<file path="config.mk">
export PLATFORM = sky130hd
export DESIGN_NAME = tcm_port_arbiter
export DESIGN_NICKNAME = d
export VERILOG_FILES = /design/src/rtl/tcm_arb_pkg.sv /design/src/rtl/tcm_arb_core.sv /design/src/rtl/tcm_sram.sv /design/src/rtl/tcm_port_arbiter.sv
export SDC_FILE = /design/constraint.sdc
export NUM_CORES = 2
export LEC_CHECK = 0
export BUFFER_PORTS_ARGS = -buffer_cell sky130_fd_sc_hd__buf_4
export CORE_MARGIN = 8
export CORE_UTILIZATION = 64
export DETAILED_ROUTE_END_ITERATION = 16
export PLACE_DENSITY = 0.81
export SYNTH_ARGS = -nofsm -noshare
export SYNTH_HDL_FRONTEND = slang
export SYNTH_HIERARCHICAL = 1
export SYNTH_SLANG_ARGS = --single-unit
</file>
<file path="constraint.sdc">
create_clock -name clk -period 6.3 [get_ports clk]
set_input_delay 1.26 -clock clk [delete_from_list [all_inputs] [get_ports clk]]
set_output_delay 1.26 -clock clk [all_outputs]
set_load 0.05 [all_outputs]
</file>
<file path="src/rtl/tcm_arb_pkg.sv">
// Package: shared types for the shared instruction-memory arbiter.
// Assumes: one grant per cycle, encoded as below.
package tcm_arb_pkg;

    // Which port owns the memory in the current cycle.
    typedef enum logic [1:0] {
        GNT_NONE  = 2'd0,
        GNT_FETCH = 2'd1,
        GNT_LOAD  = 2'd2,
        GNT_STORE = 2'd3
    } gnt_e;

endpackage

</file>
<file path="src/rtl/tcm_arb_core.sv">
// Module: arbitration state machine.
// Picks the owner of the memory each cycle (free store > fetch > load) and
// tracks the tail cycle of a store, in which nobody is granted and the
// latched store is written.
// Assumes: requesters hold address and data steady while stalled.
module tcm_arb_core
    import tcm_arb_pkg::*;
#(
    parameter int ADDR_W = 6,
    parameter int DATA_W = 32
) (
    input  logic              clk,
    input  logic              rst_n,
    input  logic              if_req,
    input  logic              d_req,
    input  logic              d_we,
    input  logic [ADDR_W-1:0] d_addr,
    input  logic [DATA_W-1:0] d_wdata,
    output gnt_e              gnt,
    output logic              tail_busy,
    output logic              wr_en,
    output logic [ADDR_W-1:0] wr_addr,
    output logic [DATA_W-1:0] wr_data
);

    logic tail_q;

    // Grant selection for the current cycle.
    always_comb begin
        if (tail_q)                gnt = GNT_NONE;
        else if (d_req && d_we)    gnt = GNT_STORE;
        else if (if_req)           gnt = GNT_FETCH;
        else if (d_req)            gnt = GNT_LOAD;
        else                       gnt = GNT_NONE;
    end

    // Tail-cycle flag: set for exactly the cycle after a store grant.
    always_ff @(posedge clk) begin
        if (!rst_n) tail_q <= 1'b0;
        else        tail_q <= (gnt == GNT_STORE);
    end

    // Latch the store address and data on its grant for the tail write.
    always_ff @(posedge clk) begin
        if (gnt == GNT_STORE) begin
            wr_addr <= d_addr;
            wr_data <= d_wdata;
        end
    end

    // The tail write is dropped if reset arrives during the tail cycle.
    assign wr_en     = tail_q && rst_n;
    assign tail_busy = tail_q;

endmodule

</file>
<file path="src/rtl/tcm_sram.sv">
// Module: single-port synchronous memory array.
// At most one of read or write is used per cycle. A read registers its
// word at the clock edge; a write updates the array at the clock edge.
// Assumes: the arbiter never asks for a read and a write in the same cycle.
module tcm_sram #(
    parameter int ADDR_W = 6,
    parameter int DATA_W = 32
) (
    input  logic              clk,
    input  logic              rd_en,
    input  logic [ADDR_W-1:0] rd_addr,
    output logic [DATA_W-1:0] rd_data,
    input  logic              wr_en,
    input  logic [ADDR_W-1:0] wr_addr,
    input  logic [DATA_W-1:0] wr_data
);

    localparam int DEPTH = 1 << ADDR_W;

    logic [DATA_W-1:0] mem [DEPTH];

    // Array write on the store tail cycle.
    always_ff @(posedge clk) begin
        if (wr_en) mem[wr_addr] <= wr_data;
    end

    // Registered read for a granted fetch or load.
    always_ff @(posedge clk) begin
        if (rd_en) rd_data <= mem[rd_addr];
    end

endmodule

</file>
<file path="src/rtl/tcm_port_arbiter.sv">
// Module: top of the shared instruction-memory port arbiter.
// Connects the arbitration core to the memory array, steers the read
// address and derives the stall of each port from the grant.
// Assumes: synchronous active-low reset; stalled requests are held steady.
module tcm_port_arbiter
    import tcm_arb_pkg::*;
#(
    parameter int ADDR_W = 6,
    parameter int DATA_W = 32
) (
    input  logic              clk,
    input  logic              rst_n,
    input  logic              if_req,
    input  logic [ADDR_W-1:0] if_addr,
    output logic              if_stall,
    output logic [DATA_W-1:0] if_rdata,
    input  logic              d_req,
    input  logic              d_we,
    input  logic [ADDR_W-1:0] d_addr,
    input  logic [DATA_W-1:0] d_wdata,
    output logic              d_stall,
    output logic [DATA_W-1:0] d_rdata
);

    gnt_e              gnt;
    logic              tail_busy;
    logic              wr_en;
    logic [ADDR_W-1:0] wr_addr;
    logic [DATA_W-1:0] wr_data;
    logic              rd_en;
    logic [ADDR_W-1:0] rd_addr;
    logic [DATA_W-1:0] rd_data;

    tcm_arb_core #(.ADDR_W(ADDR_W), .DATA_W(DATA_W)) u_core (
        .clk       (clk),
        .rst_n     (rst_n),
        .if_req    (if_req),
        .d_req     (d_req),
        .d_we      (d_we),
        .d_addr    (d_addr),
        .d_wdata   (d_wdata),
        .gnt       (gnt),
        .tail_busy (tail_busy),
        .wr_en     (wr_en),
        .wr_addr   (wr_addr),
        .wr_data   (wr_data)
    );

    // Read-port steering from the grant.
    always_comb begin
        rd_en   = (gnt == GNT_FETCH) || (gnt == GNT_LOAD);
        rd_addr = (gnt == GNT_FETCH) ? if_addr : d_addr;
    end

    tcm_sram #(.ADDR_W(ADDR_W), .DATA_W(DATA_W)) u_sram (
        .clk     (clk),
        .rd_en   (rd_en),
        .rd_addr (rd_addr),
        .rd_data (rd_data),
        .wr_en   (wr_en),
        .wr_addr (wr_addr),
        .wr_data (wr_data)
    );

    // Stall of each port: a request that did not win this cycle.
    always_comb begin
        if_stall = if_req && (gnt != GNT_FETCH);
        d_stall  = d_req && (gnt != GNT_LOAD) && (gnt != GNT_STORE);
    end

    assign if_rdata = rd_data;
    assign d_rdata  = rd_data;

endmodule

</file>
Yosys cells after proc, flatten, opt, wreduce, memory -nomap -nowiden

Memory sizes are Yosys's and may differ from the RTL's. A register that Yosys moved wholly into a read port is not among the register bits.
Cells that the tools add are included.

Bits in registers: 39
Bits in writable memories: 2048
Bits of input ports: 49
Output and inout bits: 66
Memories: 1

Eq/ne operators: 6
Muxes and demuxes: 7
Reduce and logical (&&, ||, !) cells: 6

Memories:

| name       | words | bits a word | rd ports | clocked after memory_dff | wr ports | line           | source |
|---|---|---|---|---|---|---|---|
| u_sram.mem | 64    | 32          | 1        | 1                        | 1        | tcm_sram.sv:20 | `logic [DATA_W-1:0] mem [DEPTH];` |

Operators with widths:

| operator                                      | count |
|---|---|
| 2-to-1 mux 2 bit                              | 4 |
| 2-to-1 mux 6 bit                              | 1 |
| logical AND 1 bit                             | 5 |
| == test 2 bit, second input constant          | 2 |
| != test 2 bit, second input constant          | 2 |
| == test 2 x 1 -> 1 bit, second input constant | 1 |
| 2-to-1 mux 1 bit                              | 2 |
| != test 2 x 1 -> 1 bit, second input constant | 1 |
| logical OR 1 bit                              | 1 |

Depth between registers and ports, before layout

Depth in word-level cells: 7
Gate-level depth with buffers: 16
Mapped depth without buffers: 10

Hierarchy

The synthesis kept the hierarchy.

Modules (own cells, without submodules):

| module           | times used | cells an instance | area an instance (µm²) | sequential area each (µm²) |
|---|---|---|---|---|
| tcm_sram         | 1          | 3324              | 78835.6                | 62459.9 |
| tcm_arb_core     | 1          | 46                | 1206.2                 | 1161.1 |
| tcm_port_arbiter | 1          | 47                | 406.6                  | 0.0 |

Least setup slack after synthesis

Ideal clock, no wire load.

Path type: input-to-reg
Start point: input rst_n
End point: memory u_sram.mem[48][0], enable pin
Library setup time: 0.461 ns
Data arrival time: 3.994 ns
Path slack: 1.845 ns
Cell stages on the path: 4
Cells stage by stage: and2_2 -> nor2b_1 -> nand4b_1 -> nor3_1

Cells in the longest elaborated chain, start to end: 3

RTL lines:

| element                                | line                   | source |
|---|---|---|
| start, declared                        | tcm_port_arbiter.sv:12 | `input logic rst_n,` |
| logical AND 1 bit                      | tcm_arb_core.sv:52     | `assign wr_en = tail_q && rst_n;` |
| 2-to-1 mux 1 bit                       | tcm_sram.sv:24         | `if (wr_en) mem[wr_addr] <= wr_data;` |
| 2-to-1 mux 1 bit (implied by the code) | tcm_sram.sv:24         |  |
| end, declared                          | tcm_sram.sv:20         |  |

No other way between the ends.

Worst setup path in the final report

Start point: input if_req
End point: register u_sram.rd_data[11], read port of u_sram.mem (data pin)

Cells in the longest elaborated chain, start to end: 5
Elaborated cells between the ends (all ways): 7
Those cells by class: eq/ne: 2; mux: 4; reduce/logical: 1

RTL lines:

| element                | line                   | source |
|---|---|---|
| start, declared        | tcm_port_arbiter.sv:13 | `input logic if_req,` |
| 2-to-1 mux 2 bit       | tcm_arb_core.sv:32     | `else if (if_req) gnt = GNT_FETCH;` |
| 2-to-1 mux 2 bit       | tcm_arb_core.sv:31     | `else if (d_req && d_we) gnt = GNT_STORE;` |
| 2-to-1 mux 2 bit       | tcm_arb_core.sv:30     | `if (tail_q) gnt = GNT_NONE;` |
| net gnt[1]             | tcm_port_arbiter.sv:25 | `gnt_e gnt;` |
| == test 2 x 1 -> 1 bit | tcm_port_arbiter.sv:52 | `rd_addr = (gnt == GNT_FETCH) ? if_addr : d_addr;` |
| 2-to-1 mux 6 bit       | tcm_port_arbiter.sv:52 |  |
| net rd_addr[0]         | tcm_port_arbiter.sv:31 | `logic [ADDR_W-1:0] rd_addr;` |
| end, declared          | tcm_sram.sv:12         | `output logic [DATA_W-1:0] rd_data,` |

The timed path passes the listed nets, and every way through them passes these cells.
A chain may end at the register's enable or synchronous reset.

==> impl_metrics.tcl <==
set metrics [dict create \
    clock-sinks 2119 \
    cts_root_buf "clkbuf_16" \
    die_x_microns 371 \
    wl_per_cell_microns 40.7 \
    synth_top_area_share 0.791 \
    syn_nets 3469 \
    clkTransAtPathRegs_ns 0.06 \
    grt_pass1_vias 41881 \
    worstSetupEndpointType "flip-flop" \
    rows 130 \
    yosys.area_share.adder 0.000467 \
    syn_inst 3417 \
    ys_seq_area_frac 0.791 \
    synth.most_common_cell "edfxtp_1" \
    reg2reg_to "u_sram/rd_data[11]" \
    antenna_found_initial 14 \
    finalSetupViolations 0 \
    synth_top_family_by_area "multiplexers" \
    syn_avg_cell_area_sq_um 23.5 \
    hp-class "in -> reg" \
    cts_buffers 195 \
    synth-compound-area-share 0.0164 \
    initial_core_util 0.642 \
    period_needed_ns 5.17 \
    clkPwrFrac 0.387 \
    synth_edf_count 2118 \
    start_kind "primary input" \
    r2r_slack_ns 1.45 \
    grt_pass1_wl_microns 314000 \
    io_buffers 114 \
    fin_setup_tns_ns 0 \
    placed_cells 5155 \
    fin_crit_sh 0.821 \
    synthTopCellsByArea "edfxtp_1 (79%), mux4_2 (15%), mux2i_1 (1.2%), o22ai_1 (0.65%), nor2_1 (0.64%)" \
    gp_congestion 0.833 \
    reg2reg_from "u_core/tail_busy" \
    yosysWarnings 6 \
    synth_cell_types 41 \
    drtAntennaViolNets 0 \
    synth_common_cells "edfxtp_1 (2118), mux4_2 (544), nor2_1 (138), mux2i_1 (93), o22ai_1 (84)" \
    final_cells 5526 \
    core_area_sq_um 125000 \
    cap_violations 0 \
    area_growth_pct 12.6 \
    dieArea_sq_um 137000 \
    ctsResizeCount 0 \
    finalPower_mw 30.0 \
    hold_viol 0 \
    final_nets 3754 \
    h-tree-depth 4 \
    status "complete, no violations" \
    routed_wl_microns 225000 \
    fin_skew_ns 0.0293 \
    p_int_mw 22.9 \
    cp-endpoint "u_sram/rd_data[11]" \
    critPathKind "in -> reg" \
    fmax_ghz 0.193 \
    tightest_slew_ns 1.22 \
    muxShareOfSynthArea 0.165 \
    power_switching_mw 7.07 \
    routed_via_density 7.42 \
    comb_power_share 0.091 \
    crit_required_ns 6.84 \
    ir_drop_uv 337 \
    reg2reg_depth 10 \
    arrival_ns 5.71 \
    pwr-share-seq 0.521 \
    async_flop_share 0 \
    leakagePower_nw 28.5 \
    cts_tree "yes" \
    dpl.hpwl_microns 116000 \
    synth_top_flop_cell "edfxtp_1" \
    max_slew_margin 0.182 \
    crit_path_max_fanout 40 \
    io_pins 115 \
    die_height_microns 371 \
    drtIter0Drc 7614 \
    post-route-drc-count 0 \
    dp_slack_ns 0.444 \
    ys_ff_latch 2119 \
    clock_path_buffers 3 \
    grt.total_usage 0.330 \
    p_per_area_nw_per_um2 331 \
    p_sw_frac 0.236 \
    synth_top_area_cell "edfxtp_1" \
    drv_slew 0 \
    setup_slack_ns 1.13 \
    num_vias 41004 \
    min_path_cells 1 \
    synth_xor_area_frac 0 \
    grt_max_degree 70 \
    gr-total-overflow 0 \
    post_cts_buffers 0 \
    drive_gt1_frac 0.310 \
    netlist_area_sq_um 80400 \
    crit_path_start "if_req" \
    dr.pass1.iters 6 \
    hold_buffers 0 \
    rsz0062_at_grt "no" \
    synth-simple-area-share 0.0130 \
    clock_latency_ns 0.84 \
]
-- cell usage in the layout (no fill, tap or decap), types with 6 or more instances in the layout --
master and count:
nor2b_1 16, clkinv_2 41, nor2_4 62, mux4_2 544
clkinv_1 48, clkbuf_1 44, buf_12 18, inv_6 6
a22oi_1 12, a21oi_1 63, a311oi_1 8, buf_4 285
edfxtp_1 2118, nand2_1 26, nor2_1 76, bufinv_16 14
mux2i_1 93, diode_2 7, nand2b_1 7, o221ai_1 27
clkbuf_16 196, o22ai_1 84
-- how the worst min path moves through the flow --
stage | end | start
after detailed placement | u_sram/mem[25][19] | u_core/wr_data[19]
after global placement | u_sram/mem[26][30] | u_core/wr_data[30]
after CTS | u_core/wr_data[0] | d_wdata[0]
after global routing | u_core/wr_data[12] | d_wdata[12]
final | u_core/wr_data[5] | d_wdata[5]
after floorplan | u_sram/rd_data[17] | u_sram/mem[12][17]
-- final cells by class --
type / instances / area, sq um
sequential: 2119 / 63600
fill: 6537 / 34600
multi-input combinational: 1080 / 16200
clock buffer: 244 / 5120
timing repair buffer: 303 / 2500
tap: 1650 / 2060
clock inverter: 120 / 1060
antenna: 7 / 17.5
inverter: 3 / 11.3
-- per-layer routing --
| layer | vias to the layer above | track usage | wire, microns |
|---|---|---|---|
| met5 | - | 0 | 57 |
| met4 | 8 | 0.186 | 15300 |
| met3 | 822 | 0.0812 | 30900 |
| met2 | 3978 | 0.531 | 109000 |
| met1 | 21046 | 0.417 | 69800 |
| li1 | 15150 | - | - |
-- logic make-up after synthesis --
family	count (synthesis)
AO/OA/AOI/OAI	203
flip-flops	2119
multiplexers	643
buffers and inverters	218
AND/OR/NAND/NOR	231
adder cells (fa/ha/maj)	3
-- critical path, cell delays in order --
cell,delay [ns]
buf_4,0.12
nor2b_1,0.13
nor3b_1,0.37
inv_1,0.10
ha_1,0.37
mux2_8,0.74
buf_12,0.31
buf_4,0.32
mux4_2,0.56
mux4_2,0.49
o22ai_1,0.69
nor2_1,0.13
-- state kept, by name, indices dropped and copies added (netlist names) --
register,flops
u_core/tail_busy,1
u_sram/rd_data,32
u_sram/mem,2048
u_core/wr_data,32
u_core/wr_addr,6
-- power by group through the flow --
| stage | logic [mW] | clock network [mW] | registers (mW) |
|---|---|---|---|
| floorplan | 1.53 | 0 | 16.1 |
| global placement | 2.59 | 0 | 15.9 |
| detailed placement | 2.64 | 0 | 15.9 |
| CTS | 2.71 | 11.7 | 15.6 |
| global route | 2.80 | 12.2 | 15.6 |
| finish | 2.74 | 11.6 | 15.6 |
-- metrics by stage --
stage               utilization  instance area [sq um]  hold WS, ns
floorplan                     -                  80400        0.750
detailed placement        0.674                  84400        0.963
CTS                       0.723                  90600        0.549
global placement          0.674                  84400        0.946
global route              0.723                  90600        0.571
finish                    0.723                  90600        0.600
(Power assumes the default switching activity.)
